===== config.mk =====
export PLATFORM = sky130hd
export DESIGN_NAME = block_par_rx
export DESIGN_NICKNAME = d
export VERILOG_FILES = /design/src/rtl/block_par_rx_pkg.sv /design/src/rtl/block_par_rx_hs.sv /design/src/rtl/block_par_rx_pack.sv /design/src/rtl/block_par_rx_chk.sv /design/src/rtl/block_par_rx.sv
export SDC_FILE = /design/constraint.sdc
export NUM_CORES = 1
export LEC_CHECK = 0
export BUFFER_PORTS_ARGS = -buffer_cell sky130_fd_sc_hd__buf_2
export CORE_MARGIN = 10
export CORE_UTILIZATION = 30
export DETAILED_ROUTE_END_ITERATION = 8
export PLACE_DENSITY_LB_ADDON = 0.3
export SYNTH_ARGS = -nofsm -noshare
export SYNTH_HDL_FRONTEND = slang
export SYNTH_HIERARCHICAL = 1
export SYNTH_SLANG_ARGS = --single-unit

===== constraint.sdc =====
create_clock -name clk -period 3.1 [get_ports clk]
set_input_delay 0.62 -clock clk [delete_from_list [all_inputs] [get_ports clk]]
set_output_delay 0.62 -clock clk [all_outputs]
set_load 0.01 [all_outputs]

===== src/rtl/block_par_rx_pkg.sv =====
package block_par_rx_pkg;
  localparam int LANE_W  = 9;
  localparam int WORD_W  = 32;
  localparam int HI_LANE = 16;

  typedef enum logic [1:0] {ST_IDLE, ST_ASK, ST_HOLD} rx_state_e;

  // A lane of the raw XOR is bad when its ones count is odd.
  function automatic logic lane_bad(input logic [LANE_W-1:0] x);
    return ^x;
  endfunction

  // Raw line levels of a pair, in place, ready to XOR into the block sum.
  function automatic logic [WORD_W-1:0] place_raw(input logic [LANE_W-1:0] r, input logic hi);
    logic [WORD_W-1:0] w;
    w = '0;
    if (hi) w[HI_LANE +: LANE_W] = r;
    else    w[0 +: LANE_W] = r;
    return w;
  endfunction

  // Recovered word: both lanes inverted back to logical levels.
  function automatic logic [WORD_W-1:0] pack_pair(input logic [LANE_W-1:0] r0,
                                                  input logic [LANE_W-1:0] r1);
    return place_raw(~r0, 1'b0) | place_raw(~r1, 1'b1);
  endfunction
endpackage


===== src/rtl/block_par_rx_hs.sv =====
module block_par_rx_hs
  import block_par_rx_pkg::*;
#(
  parameter int CNT_W       = 16,
  parameter int SYNC_STAGES = 2
) (
  input  logic             clk,
  input  logic             rst_n,
  input  logic             start,
  input  logic [CNT_W-1:0] count_m1,
  input  logic             ack_n,
  output logic             req_n,
  output logic             busy,
  output logic             done,
  output logic             start_evt,
  output logic             cap_evt,
  output logic             last_evt
);
  logic [SYNC_STAGES-1:0] sync_q;
  logic                   ack_s;
  rx_state_e              st;
  logic [CNT_W-1:0]       rem;

  always_ff @(posedge clk or negedge rst_n) begin
    if (!rst_n) sync_q <= '0;
    else        sync_q <= {sync_q[SYNC_STAGES-2:0], ~ack_n};
  end
  assign ack_s = sync_q[SYNC_STAGES-1];

  assign start_evt = (st == ST_IDLE) && start;
  assign cap_evt   = (st == ST_ASK) && ack_s;
  assign last_evt  = (st == ST_HOLD) && !ack_s && (rem == '0);

  always_ff @(posedge clk or negedge rst_n) begin
    if (!rst_n) begin
      st   <= ST_IDLE;
      rem  <= '0;
      done <= 1'b0;
    end else begin
      done <= last_evt;
      unique case (st)
        ST_IDLE: if (start) begin
          rem <= count_m1 | CNT_W'(1);
          st  <= ST_ASK;
        end
        ST_ASK:  if (ack_s) st <= ST_HOLD;
        ST_HOLD: if (!ack_s) begin
          if (rem == '0) st <= ST_IDLE;
          else begin
            rem <= rem - CNT_W'(1);
            st  <= ST_ASK;
          end
        end
        default: st <= ST_IDLE;
      endcase
    end
  end

  assign req_n = (st != ST_ASK);
  assign busy  = (st != ST_IDLE);

  // a new request within a transfer only after the acknowledge was released
  p_req_after_release_r3: assert property (@(posedge clk) disable iff (!rst_n)
    ($fell(req_n) && $past(busy)) |-> !$past(ack_s));
  // done is a single-cycle pulse seen while idle
  p_done_single_r8: assert property (@(posedge clk) disable iff (!rst_n)
    done |=> !done);
  p_done_idle_r8: assert property (@(posedge clk) disable iff (!rst_n)
    done |-> (!busy && req_n));
endmodule


===== src/rtl/block_par_rx_pack.sv =====
module block_par_rx_pack
  import block_par_rx_pkg::*;
(
  input  logic              clk,
  input  logic              rst_n,
  input  logic              start_evt,
  input  logic              cap_evt,
  input  logic [LANE_W-1:0] bus_n,
  output logic              lane_hi,
  output logic [WORD_W-1:0] word_out,
  output logic              word_valid
);
  logic [LANE_W-1:0] first_raw;

  always_ff @(posedge clk or negedge rst_n) begin
    if (!rst_n) begin
      lane_hi    <= 1'b0;
      first_raw  <= '0;
      word_out   <= '0;
      word_valid <= 1'b0;
    end else begin
      word_valid <= 1'b0;
      if (start_evt) lane_hi <= 1'b0;
      else if (cap_evt) begin
        if (!lane_hi) first_raw <= bus_n;
        else begin
          word_out   <= pack_pair(first_raw, bus_n);
          word_valid <= 1'b1;
        end
        lane_hi <= !lane_hi;
      end
    end
  end

  // one strobe per pair, never back to back
  p_valid_single_r5: assert property (@(posedge clk) disable iff (!rst_n)
    word_valid |=> !word_valid);
endmodule


===== src/rtl/block_par_rx_chk.sv =====
module block_par_rx_chk
  import block_par_rx_pkg::*;
(
  input  logic              clk,
  input  logic              rst_n,
  input  logic              busy,
  input  logic              start_evt,
  input  logic              cap_evt,
  input  logic              last_evt,
  input  logic              lane_hi,
  input  logic [LANE_W-1:0] bus_n,
  output logic              par_err
);
  logic [WORD_W-1:0] acc;

  always_ff @(posedge clk or negedge rst_n) begin
    if (!rst_n) begin
      acc     <= '0;
      par_err <= 1'b0;
    end else begin
      if (start_evt) begin
        acc     <= '0;
        par_err <= 1'b0;
      end else begin
        if (cap_evt) acc <= acc ^ place_raw(bus_n, lane_hi);
        if (last_evt)
          par_err <= lane_bad(acc[0 +: LANE_W]) | lane_bad(acc[HI_LANE +: LANE_W]);
      end
    end
  end

  // the flag does not move in the middle of a transfer
  p_err_hold_r6: assert property (@(posedge clk) disable iff (!rst_n)
    (busy && $past(busy)) |-> $stable(par_err));
endmodule


===== src/rtl/block_par_rx.sv =====
module block_par_rx
  import block_par_rx_pkg::*;
#(
  parameter int CNT_W       = 16,
  parameter int SYNC_STAGES = 2
) (
  input  logic              clk,
  input  logic              rst_n,
  input  logic              start,
  input  logic [CNT_W-1:0]  count_m1,
  input  logic [LANE_W-1:0] bus_n,
  input  logic              ack_n,
  output logic              req_n,
  output logic [WORD_W-1:0] word_out,
  output logic              word_valid,
  output logic              busy,
  output logic              done,
  output logic              par_err
);
  logic start_evt, cap_evt, last_evt, lane_hi;

  block_par_rx_hs #(.CNT_W(CNT_W), .SYNC_STAGES(SYNC_STAGES)) u_hs (
    .clk(clk), .rst_n(rst_n), .start(start), .count_m1(count_m1), .ack_n(ack_n),
    .req_n(req_n), .busy(busy), .done(done),
    .start_evt(start_evt), .cap_evt(cap_evt), .last_evt(last_evt));

  block_par_rx_pack u_pack (
    .clk(clk), .rst_n(rst_n), .start_evt(start_evt), .cap_evt(cap_evt),
    .bus_n(bus_n), .lane_hi(lane_hi), .word_out(word_out), .word_valid(word_valid));

  block_par_rx_chk u_chk (
    .clk(clk), .rst_n(rst_n), .busy(busy), .start_evt(start_evt), .cap_evt(cap_evt),
    .last_evt(last_evt), .lane_hi(lane_hi), .bus_n(bus_n), .par_err(par_err));

  // while idle the request is released
  p_idle_released_r10: assert property (@(posedge clk) disable iff (!rst_n)
    !busy |-> req_n);
  // a word is only produced while a transfer runs
  p_word_in_xfer_r5: assert property (@(posedge clk) disable iff (!rst_n)
    word_valid |-> $past(busy));
endmodule


# Word-level counts from Yosys, hierarchy flattened
# Index checks and enable logic that the tools add are counted.
# op_classes
n_addsub	1
eq_ne	7
n_mux	33
bitwise_logic	8
n_reduce_logical	18
# op_table
cell	count
$mux 9	15
$mux 32	2
$mux 16	3
$pmux 16 s2	1
$xor 32x25->32	1
$or 9x25->25	1
$not 9->9	2
$reduce_xor 9->1	2
$logic_not 16->1	1
$sub 16x1->16 const B	1
$reduce_and 3->1	3
$mux 1	8
$reduce_bool 2->1	4
$mux 2	3
$ne 2x2->1 const B	3
$pmux 2 s3	1
$logic_and 1x1->1	4
$ne 2x1->1 const B	2
$reduce_and 4->1	1
$not 1->1	3
$eq 2x1->1 const B	1
$eq 2x2->1 const B	1
$logic_not 1->1	2
$logic_not 2->1	1
$or 1x1->1	1
# word_totals
reg_bits	97

# Longest topological paths before layout
# Gate-level depths: netlist of the first run.
# depth
depth_word	7
depth_mapped	10
depth_no_buf	7

# Modules after synthesis
# Netlist of the first run, hierarchy kept.
# modules_own_cells
mod	instances	cells_per_inst	area_each_um2
block_par_rx_hs	1	138	1287.5
block_par_rx_pack	1	97	1258.7
block_par_rx_chk	1	95	983.4

# Worst setup path after synthesis of the first run
# No wires, ideal clock.
# synth_timing
kind	register -> register
from	register u_hs.rem[0]
to	register u_chk.par_err
arrival_time_ns	2.383
slack_ns	0.618
stages_incl_launch_ff	11
n_path_buf	3
synth_period_minus_slack_ns	2.482
cell_sequence	dfrtp_1 inv_1 ha_1 or3b_1 clkbuf_1 or4_4 buf_6 buf_6 nor3_1 nor2_1 a311oi_1
# synth_between
elab_chain_cells	3
# synth_rtl
element	line	text
from (decl)	block_par_rx_hs.sv:22	logic [CNT_W-1:0] rem;
from (signal assigned)	block_par_rx_hs.sv:43	rem <= count_m1 | CNT_W'(1);
from (signal assigned)	block_par_rx_hs.sv:50	rem <= rem - CNT_W'(1);
$logic_not 16->1	block_par_rx_hs.sv:32	assign last_evt = (st == ST_HOLD) && !ack_s && (rem == '0);
$logic_and 1x1->1	block_par_rx_hs.sv:32	
via last_evt	block_par_rx.sv:20	logic start_evt, cap_evt, last_evt, lane_hi;
$reduce_bool 2->1 (no line)	-	
to (signal assigned)	block_par_rx_chk.sv:27	par_err <= lane_bad(acc[0 +: LANE_W]) | lane_bad(acc[HI_LANE +: LANE_W]);
to (decl)	block_par_rx_chk.sv:12	output logic par_err
# The timed path passes the listed nets, and every way through them passes these cells.
# A chain may end at the register's enable or synchronous reset.

# Worst setup path after layout of the first run
# layout_timing
from	register u_hs.rem[0]
to	register u_hs.rem[1]
# layout_between
elab_chain_cells	4
elab_cells_between_ends	7
# layout_rtl
element	line	text
$sub 16x1->16	block_par_rx_hs.sv:50	
$mux 16	block_par_rx_hs.sv:48	if (rem == '0) st <= ST_IDLE;
$mux 16	block_par_rx_hs.sv:47	ST_HOLD: if (!ack_s) begin
$pmux 16 s2	block_par_rx_hs.sv:41	unique case (st)
# Several ways; a longest one is shown, not always the timed one. The select of a mux whose other input is x is not followed.

==> results of run 1 <==
cell families (layout without fill, tap and decap cells):
family	after synthesis	after routing
xor+xnor	33	33
flops	69	69
buf+inv	57	97
mux	30	30
other cells	1	14
fa+ha+maj	1	1
simple gates	84	84
compound gates	55	55
flip-flops by register name, indices dropped and copies added (netlist names):
| name | flops |
|---|---|
| u_chk/acc | 18 |
| u_chk/par_err | 1 |
| u_hs/done | 1 |
| u_hs/rem | 16 |
| u_hs/st | 2 |
| u_hs/sync_q | 2 |
| u_pack/first_raw | 9 |
| u_pack/lane_hi | 1 |
| u_pack/word_out | 18 |
| u_pack/word_valid | 1 |
critical path, stage by stage, from the launching register on:
cell and delay, ns:
dfrtp_1 0.40, inv_1 0.11, ha_1 0.19, or3b_1 0.52
or4_4 0.67, o21ai_4 0.49, mux2i_1 0.25
through the flow:
stage / std cells / hold WS (ns)
finish: 526 / 0.154
global route: 526 / 0.156
CTS: 526 / 0.155
detailed placement: 510 / 0.337
global placement: 510 / 0.335
floorplan: 343 / 0.324
path summary, 6_finish.rpt:
path / startpoint / to / slack, ns / depth (start not counted)
setup / recovery: u_hs/rem[0]$_DFFE_PN0P_ / u_hs/rem[1]$_DFFE_PN0P_ / 0.38 / 6
hold / removal: rst_n / u_hs/rem[10]$_DFFE_PN0P_ / 0.15 / 1
setup reg to reg: u_hs/rem[0]$_DFFE_PN0P_ / u_hs/rem[1]$_DFFE_PN0P_ / 0.38 / 6
hold reg to reg: u_hs/sync_q[0]$_DFF_PN0_ / u_hs/sync_q[1]$_DFF_PN0_ / 0.35 / 0
max in group asynchronous: rst_n / u_pack/first_raw[5]$_DFFE_PN0P_ / 2.34 / 2
min in group clk: u_hs/sync_q[0]$_DFF_PN0_ / u_hs/sync_q[1]$_DFF_PN0_ / 0.35 / 0
metal layers:
layer / routed length (um) / up-vias
li1: - / 1202
met3: 717 / 14
met2: 3710 / 78
met1: 3600 / 1221
met5: 7 / -
met4: 111 / 2
cell type report:
type,count,area [um2]
Clock inverter,6,40.0
Fill cell,1194,7350
Tap cell,143,179
Timing Repair Buffer,58,323
Clock buffer,10,229
Sequential cell,69,1730
Multi-Input combinational cell,217,1540
Inverter,23,86.3
placed cells by master, fill, tap and decap left out, types with 2 or more instances in the layout:
cell type / netlist / final
buf_4: 15 / 7
a21oi_1: 10 / 10
o21ai_1: 2 / 2
nand2b_1: 2 / 2
o211ai_1: 4 / 4
xor2_1: 22 / 22
nor4_1: 9 / 9
or4_4: 2 / 2
nand2_1: 21 / 21
nor2_1: 30 / 30
inv_1: 23 / 23
clkinv_4: 0 / 2
o21a_1: 2 / 2
nor3_1: 7 / 7
clkinv_2: 0 / 3
or4_1: 3 / 3
mux2i_1: 21 / 21
o2bb2ai_1: 10 / 10
mux2_2: 9 / 9
a22oi_1: 2 / 2
dfrtp_1: 69 / 69
o22ai_1: 2 / 2
buf_2: 0 / 50
o221ai_1: 5 / 5
xnor2_1: 8 / 8
conb_1: 1 / 14
o21ai_0: 7 / 7
clkbuf_16: 0 / 9
power groups by stage:
stage                     Combinational [mW]  Sequential (mW)  Clock, mW
after detailed placement                1.59             1.57          0
final                                   1.56             1.56      0.927
after global routing                    1.76             1.62      0.997
after floorplan                         1.13             1.57          0
after CTS                               1.60             1.56      0.962
after global placement                  1.56             1.55          0
==> results.cfg, run 1 <==
[yosys]
synth_xor_area_frac = 0.0954
synth.distinct_cells = 52
synth_top_area_cell = dfrtp_1
synth_commonest_cells = dfrtp_1, nor2_1, inv_1
synthMostInstantiatedCell = dfrtp_1
synth_mux_area_frac = 0.0883
synth-main-ff-cell = dfrtp_1
syn_area_mm2 = 0.00353
seq_area_frac_synth = 0.489
syn_area_per_cell_um2 = 10.7
synth-async-reset-ratio = 1.00
ys_seq_elements = 69
synth_cells = 330
synth_top_area_share = 0.489
synth.area.top_cells = dfrtp_1, mux2i_1, xor2_1, buf_4, nor2_1
synth_edf_count = 0
synthSimpleGateAreaFrac = 0.118
synth_compound_area_frac = 0.114
synth-adder-area-share = 0.00354
ys_warn_count = 6
synth_top_family_by_area = simple AND/OR/NAND/NOR gates

[global_routing]
grt_overflow = 0
gr-usage-met3 = 0.0435
top_usage_layer = met2
grt_pass1_wl_um = 13500
use_met2 = 0.152
antenna_found_initial = 1
grtUsageMet1 = 0.127
grt_usage = 0.101
grt_max_degree = 62
grt_pass1_vias = 2585

[floorplanning]
placementRows = 39
die-height_um = 128
coreArea_mm2 = 0.0115
ios = 66
die_w_um = 128
dieArea_mm2 = 0.0165
initial_utilization = 0.308

[critical_path]
crit_path_end_kind = flip-flop
required_ns = 3.35
worstSetupPathType = flip-flop to flip-flop
cp.arrival_ns = 2.97
worstPathMaxFanout = 16
worst_setup_path_start_kind = flip-flop

[route]
post-route-drc-count = 0
routed_wirelength_um = 8140
drtIter0Drc = 158
vias = 2517
wl_per_cell_um = 15.5
ant_nets = 0
dr.pass1.iters = 6
viasPerCell = 4.79

[timing]
fin_crit_sh = 0.877
rsz0062_at_grt = false
slew_violations = 0
finalHoldViolations = 0
fmax_mhz = 368
finalWorstSetupSlack_ns = 0.381
finalSetupViolations = 0
maxSlewHeadroom = 0.638
period_minus_slack_ns = 2.72
worst_slew_pin_slew_ns = 0.541
fin_worst_skew_ns = 0.00658
setup_tns_ns = 0

[clocking]
root_buffer = clkbuf_16
clockBufferDepth = 2
path_clk_slew_ns = 0.05
h-tree-depth = 3
cts_inserted_buffers = 9
post_cts_buffers = 0
cts_resized = 0
holdBufCountCts = 0
clk_latency_ns = 0.33
cts_sinks = 69
cts_tree = yes

[final_layout]
drive_gt1_frac = 0.240
final_util = 0.359
fin_area_mm2 = 0.00412
nNetsFinal = 408
antenna_cells = 0
synthToLayoutAreaGrowth_pct = 16.7

[pwr]
seqPwrFrac = 0.385
switching_power_mw = 1.51
p_int_mw = 2.54
clkPwrFrac = 0.229
p_leak_nw = 2.02
vdd_drop_max_v = 0.000512
combinationalPowerShare = 0.386
finalPower_mw = 4.05
switching_share = 0.372
powerDensity_mw_per_mm2 = 982

[flow_run]
max-cap-violations = 0

[place]
dpl.hpwl_um = 5760
io_buffers = 50
gp_congestion = 0.809
place_area_mm2 = 0.00385
place_ws_ns = 0.423

[outcome]
status = finished clean

[worst_hold_path]
hold_class = input port to asynchronous set/reset pin
Note: power is estimated with default switching activity, not from simulation.
==> run 2, diff against run 1 <==
--- a/config.mk
+++ b/config.mk
@@ -8,6 +8,8 @@
 export BUFFER_PORTS_ARGS = -buffer_cell sky130_fd_sc_hd__buf_2
 export CORE_MARGIN = 10
 export CORE_UTILIZATION = 30
+export CTS_BUF_LIST = sky130_fd_sc_hd__clkbuf_4 sky130_fd_sc_hd__clkbuf_8
+export CTS_CLUSTER_DIAMETER = 60
 export DETAILED_ROUTE_END_ITERATION = 8
 export PLACE_DENSITY_LB_ADDON = 0.3
 export SYNTH_ARGS = -nofsm -noshare
==> results.cfg, run 2 (same netlist as run 1, synthesis figures left out) <==
[place]
gp_congestion = 0.809
io_buffers = 50
dp.cells = 510
dpl.hpwl_um = 5760
place_ws_ns = 0.423

[timing]
fmax_mhz = 367
fin_worst_skew_ns = 0.00688
finalHoldViolations = 0
rsz0062_at_grt = false
maxSlewHeadroom = 0.633
slew_violations = 0
finalSetupViolations = 0
setup_tns_ns = 0
worst_slew_pin_slew_ns = 0.548
finalWorstSetupSlack_ns = 0.375
fin_crit_sh = 0.879
period_minus_slack_ns = 2.73

[route]
viasPerCell = 4.74
ant_nets = 0
vias = 2491
dr.pass1.iters = 4
drtIter0Drc = 142
post-route-drc-count = 0
wl_per_cell_um = 15.6
routed_wirelength_um = 8190

[pwr]
powerDensity_mw_per_mm2 = 937
vdd_drop_max_v = 0.000469
p_leak_nw = 1.98
finalPower_mw = 3.77

[floorplanning]
ios = 66
die_w_um = 128
dieArea_mm2 = 0.0165
initial_utilization = 0.308
die-height_um = 128
coreArea_mm2 = 0.0115
placementRows = 39

[final_layout]
fillers = 1203
final_cell_mix = dfrtp_1, buf_2, nor2_1
final_util = 0.351
antenna_cells = 0
synthToLayoutAreaGrowth_pct = 13.9
drive_gt1_frac = 0.243
nNetsFinal = 408
fin_cells = 526
reg.largest.list = u_chk/acc: 18 flops, u_pack/word_out: 18 flops, u_hs/rem: 16 flops
layout_commonest_cell = dfrtp_1

[critical_path]
worst_setup_path_start_kind = flip-flop
cp.arrival_ns = 2.99
cp_num_buf_inv = 1
worstPathMaxFanout = 16
required_ns = 3.36
slowest_stage = or4_4
path_cells = inv_1 > ha_1 > or3b_1 > or4_4 > o21ai_4 > mux2i_1
critical-path-top-delay-family = simple AND/OR/NAND/NOR gates
crit_path_end_kind = flip-flop
max_stage_delay_ns = 0.67
r2r-start = u_hs/rem[0]$_DFFE_PN0P_
r2r_end = u_hs/rem[1]$_DFFE_PN0P_
worst-r2r-cell-count = 6
reg2reg_slack_ns = 0.37
worstSetupPathType = flip-flop to flip-flop

[global_routing]
grt_usage = 0.102
antenna_found_initial = 1
grt_overflow = 0
grt_max_degree = 62
grt_pass1_vias = 2595
grt_pass1_wl_um = 13600

[clocking]
post_cts_buffers = 0
h-tree-depth = 3
clockBufferDepth = 2
cts_inserted_buffers = 9
path_clk_slew_ns = 0.07
cts_sinks = 69
clk_latency_ns = 0.35
root_buffer = clkbuf_8
cts_tree = yes
cts_resized = 0
holdBufCountCts = 0

[outcome]
status = finished clean

[worst_hold_path]
hold_class = input port to asynchronous set/reset pin

[flow_run]
max-cap-violations = 0
## run 2: worst max-delay path by stage
stage	startpoint	to	slack [ns]	cells after the start
finish	u_hs/rem[0]$_DFFE_PN0P_	u_hs/rem[1]$_DFFE_PN0P_	0.37	6
global route	u_hs/rem[0]$_DFFE_PN0P_	u_hs/rem[1]$_DFFE_PN0P_	0.23	6
CTS	u_hs/rem[0]$_DFFE_PN0P_	u_hs/rem[1]$_DFFE_PN0P_	0.41	6
detailed placement	u_hs/rem[0]$_DFFE_PN0P_	u_hs/rem[1]$_DFFE_PN0P_	0.42	6
global placement	u_hs/rem[0]$_DFFE_PN0P_	u_hs/rem[1]$_DFFE_PN0P_	0.47	6
floorplan	u_hs/rem[0]$_DFFE_PN0P_	u_chk/par_err$_DFFE_PN0P_	0.62	10
## run 2: where the power goes
| part | leakage, nW | internal [mW] | switching [mW] | total, mW |
|---|---|---|---|---|
| logic | 1.05 | 0.732 | 0.831 | 1.56 |
| registers | 0.836 | 1.27 | 0.286 | 1.55 |
| clock network | 0.0894 | 0.297 | 0.353 | 0.650 |
## run 2: per-layer routing
metal  GRT usage  share of wire
met5           0        0.00086
met3      0.0448          0.084
met1       0.126           0.45
met4      0.0298         0.0068
met2       0.156           0.46
## run 2: cell type report
class                   count  area [um2]  area share
inverters                  23        86.3      0.0215
well taps                 143         179      0.0445
clock inverters             6        40.0     0.00996
multi-input cells         217        1540       0.382
clock buffers              10         131      0.0327
repair buffers             58         323      0.0803
flip-flops and latches     69        1730       0.429
## run 2: metrics by stage
stage / hold slack [ns] / instance area, um2
2_1_floorplan: 0.324 / 3580
3_3_place_gp: 0.335 / 3850
3_5_place_dp: 0.337 / 3850
4_1_cts: 0.128 / 4020
5_1_grt: 0.128 / 4020
6_report: 0.130 / 4020
==> run 3, diff against run 2 <==
--- a/config.mk
+++ b/config.mk
@@ -6,11 +6,13 @@
 export NUM_CORES = 1
 export LEC_CHECK = 0
 export BUFFER_PORTS_ARGS = -buffer_cell sky130_fd_sc_hd__buf_2
-export CORE_MARGIN = 10
+export CORE_ASPECT_RATIO = 0.8
+export CORE_MARGIN = 2
 export CORE_UTILIZATION = 30
 export CTS_BUF_LIST = sky130_fd_sc_hd__clkbuf_4 sky130_fd_sc_hd__clkbuf_8
 export CTS_CLUSTER_DIAMETER = 60
 export DETAILED_ROUTE_END_ITERATION = 8
+export HOLD_SLACK_MARGIN = 0.06
 export PLACE_DENSITY_LB_ADDON = 0.3
 export SYNTH_ARGS = -nofsm -noshare
 export SYNTH_HDL_FRONTEND = slang
==> results.cfg, run 3 (same netlist as run 1, synthesis figures left out) <==
[route]
vias = 2476
post-route-drc-count = 0
routed_wirelength_um = 7300
dr.pass1.iters = 5
ant_nets = 0
viasPerCell = 4.66
wl_per_cell_um = 13.7
drtIter0Drc = 208

[outcome]
status = finished clean

[critical_path]
startpoint = u_hs/rem[0]$_DFFE_PN0P_
worst_setup_path_start_kind = flip-flop
worst-r2r-cell-count = 6
cp_num_buf_inv = 1
critical-path-top-delay-family = simple AND/OR/NAND/NOR gates
required_ns = 3.38
cp.arrival_ns = 2.97
path_cells = inv_1 > ha_1 > or3b_1 > or4_4 > o21ai_4 > mux2i_1
worstPathMaxFanout = 16
max_stage_delay_ns = 0.66
reg2reg_slack_ns = 0.41
worstSetupPathType = flip-flop to flip-flop
r2r-start = u_hs/rem[0]$_DFFE_PN0P_
r2r_end = u_hs/rem[1]$_DFFE_PN0P_
slowest_stage = or4_4
crit_path_end = u_hs/rem[1]$_DFFE_PN0P_
cp_num_cells = 6
crit_path_end_kind = flip-flop

[clocking]
cts_resized = 0
post_cts_buffers = 0
clockBufferDepth = 2
clk_latency_ns = 0.35
holdBufCountCts = 0
cts_tree = yes
h-tree-depth = 3
path_clk_slew_ns = 0.08
cts_inserted_buffers = 9
root_buffer = clkbuf_8
cts_sinks = 69

[pwr]
switching_share = 0.390
powerDensity_mw_per_mm2 = 932
p_int_mw = 2.29
combinationalPowerShare = 0.414
seqPwrFrac = 0.412
switching_power_mw = 1.46
p_leak_nw = 1.97
clkPwrFrac = 0.174
vdd_drop_max_v = 0.000295

[timing]
whs_ns = 0.343
finalHoldViolations = 0
fin_worst_skew_ns = 0.00964
period_minus_slack_ns = 2.69
finalSetupViolations = 0
maxSlewHeadroom = 0.475
setup_tns_ns = 0
fin_crit_sh = 0.869
slew_violations = 0
fmax_mhz = 371
rsz0062_at_grt = false
worst_slew_pin_slew_ns = 0.788

[global_routing]
grt_pass1_wl_um = 12300
grt_overflow = 0
grt_usage = 0.123
antenna_found_initial = 0
grt_max_degree = 36
grt_pass1_vias = 2370

[final_layout]
synthToLayoutAreaGrowth_pct = 13.8
drive_gt1_frac = 0.243
reg.largest.list = u_chk/acc: 18 flops, u_pack/word_out: 18 flops, u_hs/rem: 16 flops
nNetsFinal = 408
final_cell_mix = dfrtp_1, buf_2, nor2_1
antenna_cells = 0
layout_commonest_cell = dfrtp_1

[worst_hold_path]
hold_class = input port to asynchronous set/reset pin

[floorplanning]
dieArea_mm2 = 0.0127
placementRows = 35
ios = 66
die_w_um = 125
coreArea_mm2 = 0.0115
die-height_um = 101
initial_utilization = 0.308

[place]
io_buffers = 50
gp_congestion = 0.735
dpl.hpwl_um = 5040

[flow_run]
max-cap-violations = 0
-- run 3: cell count changes in the layout (fill, tap and decap cells not counted), sizes merged --
cell / before / now
inv: 23 / 24
clkinv: 5 / 3
clkbuf: 10 / 9
clkinvlp: 1 / 3
-- run 3: per-layer routing --
metal | wire (um) | part of all wire | vias up | global-route usage
met4 | 138 | 0.019 | 0 | 0.0564
met1 | 3610 | 0.49 | 1196 | 0.172
met3 | 366 | 0.050 | 10 | 0.0297
li1 | - | - | 1200 | -
met5 | 0 | 0 | - | 0
met2 | 3180 | 0.44 | 70 | 0.182
-- run 3: how the worst min path moves through the flow --
stage	to	slack [ns]	cells after the start
6_report	u_hs/rem[0]$_DFFE_PN0P_	0.34	1
5_1_grt	u_hs/sync_q[1]$_DFF_PN0_	0.39	0
4_1_cts	u_hs/rem[0]$_DFFE_PN0P_	0.36	1
3_5_place_dp	u_hs/sync_q[1]$_DFF_PN0_	0.34	0
3_3_place_gp	u_hs/sync_q[1]$_DFF_PN0_	0.34	0
2_1_floorplan	u_chk/acc[0]$_DFFE_PN0P_	0.32	0
-- run 3: power by group through the flow --
stage / clock network, mW / registers, mW / logic [mW]
after global routing: 0.730 / 1.61 / 1.73
after floorplan: 0 / 1.57 / 1.13
after CTS: 0.684 / 1.54 / 1.57
after detailed placement: 0 / 1.56 / 1.56
after global placement: 0 / 1.55 / 1.53
final: 0.653 / 1.54 / 1.55
-- run 3: final cells by class --
class                      instances  area (um2)
fill                            1175        7460
sequential                        69        1730
multi-input combinational        217        1540
timing repair buffer              58         310
tap                              148         185
clock buffer                       9         124
inverter                          23        86.3
clock inverter                     7        50.0
-- run 3: worst register-to-register path, stage by stage (launching register included) --
cell and delay, ns:
dfrtp_1 0.42, inv_1 0.11, ha_1 0.19, or3b_1 0.52, or4_4 0.67, o21ai_4 0.46, mux2i_1 0.26
-- run 3: through the flow --
step / total power, mW / utilization / setup WS, ns / cell area (um2) / cells
finish: 3.75 / 0.350 / 0.406 / 4020 / 531
global route: 4.07 / 0.350 / 0.139 / 4020 / 531
CTS: 3.80 / 0.350 / 0.414 / 4020 / 531
detailed placement: 3.12 / 0.335 / 0.441 / 3840 / 515
global placement: 3.08 / 0.335 / 0.486 / 3840 / 515
floorplan: 2.70 / - / 0.618 / 3580 / 343
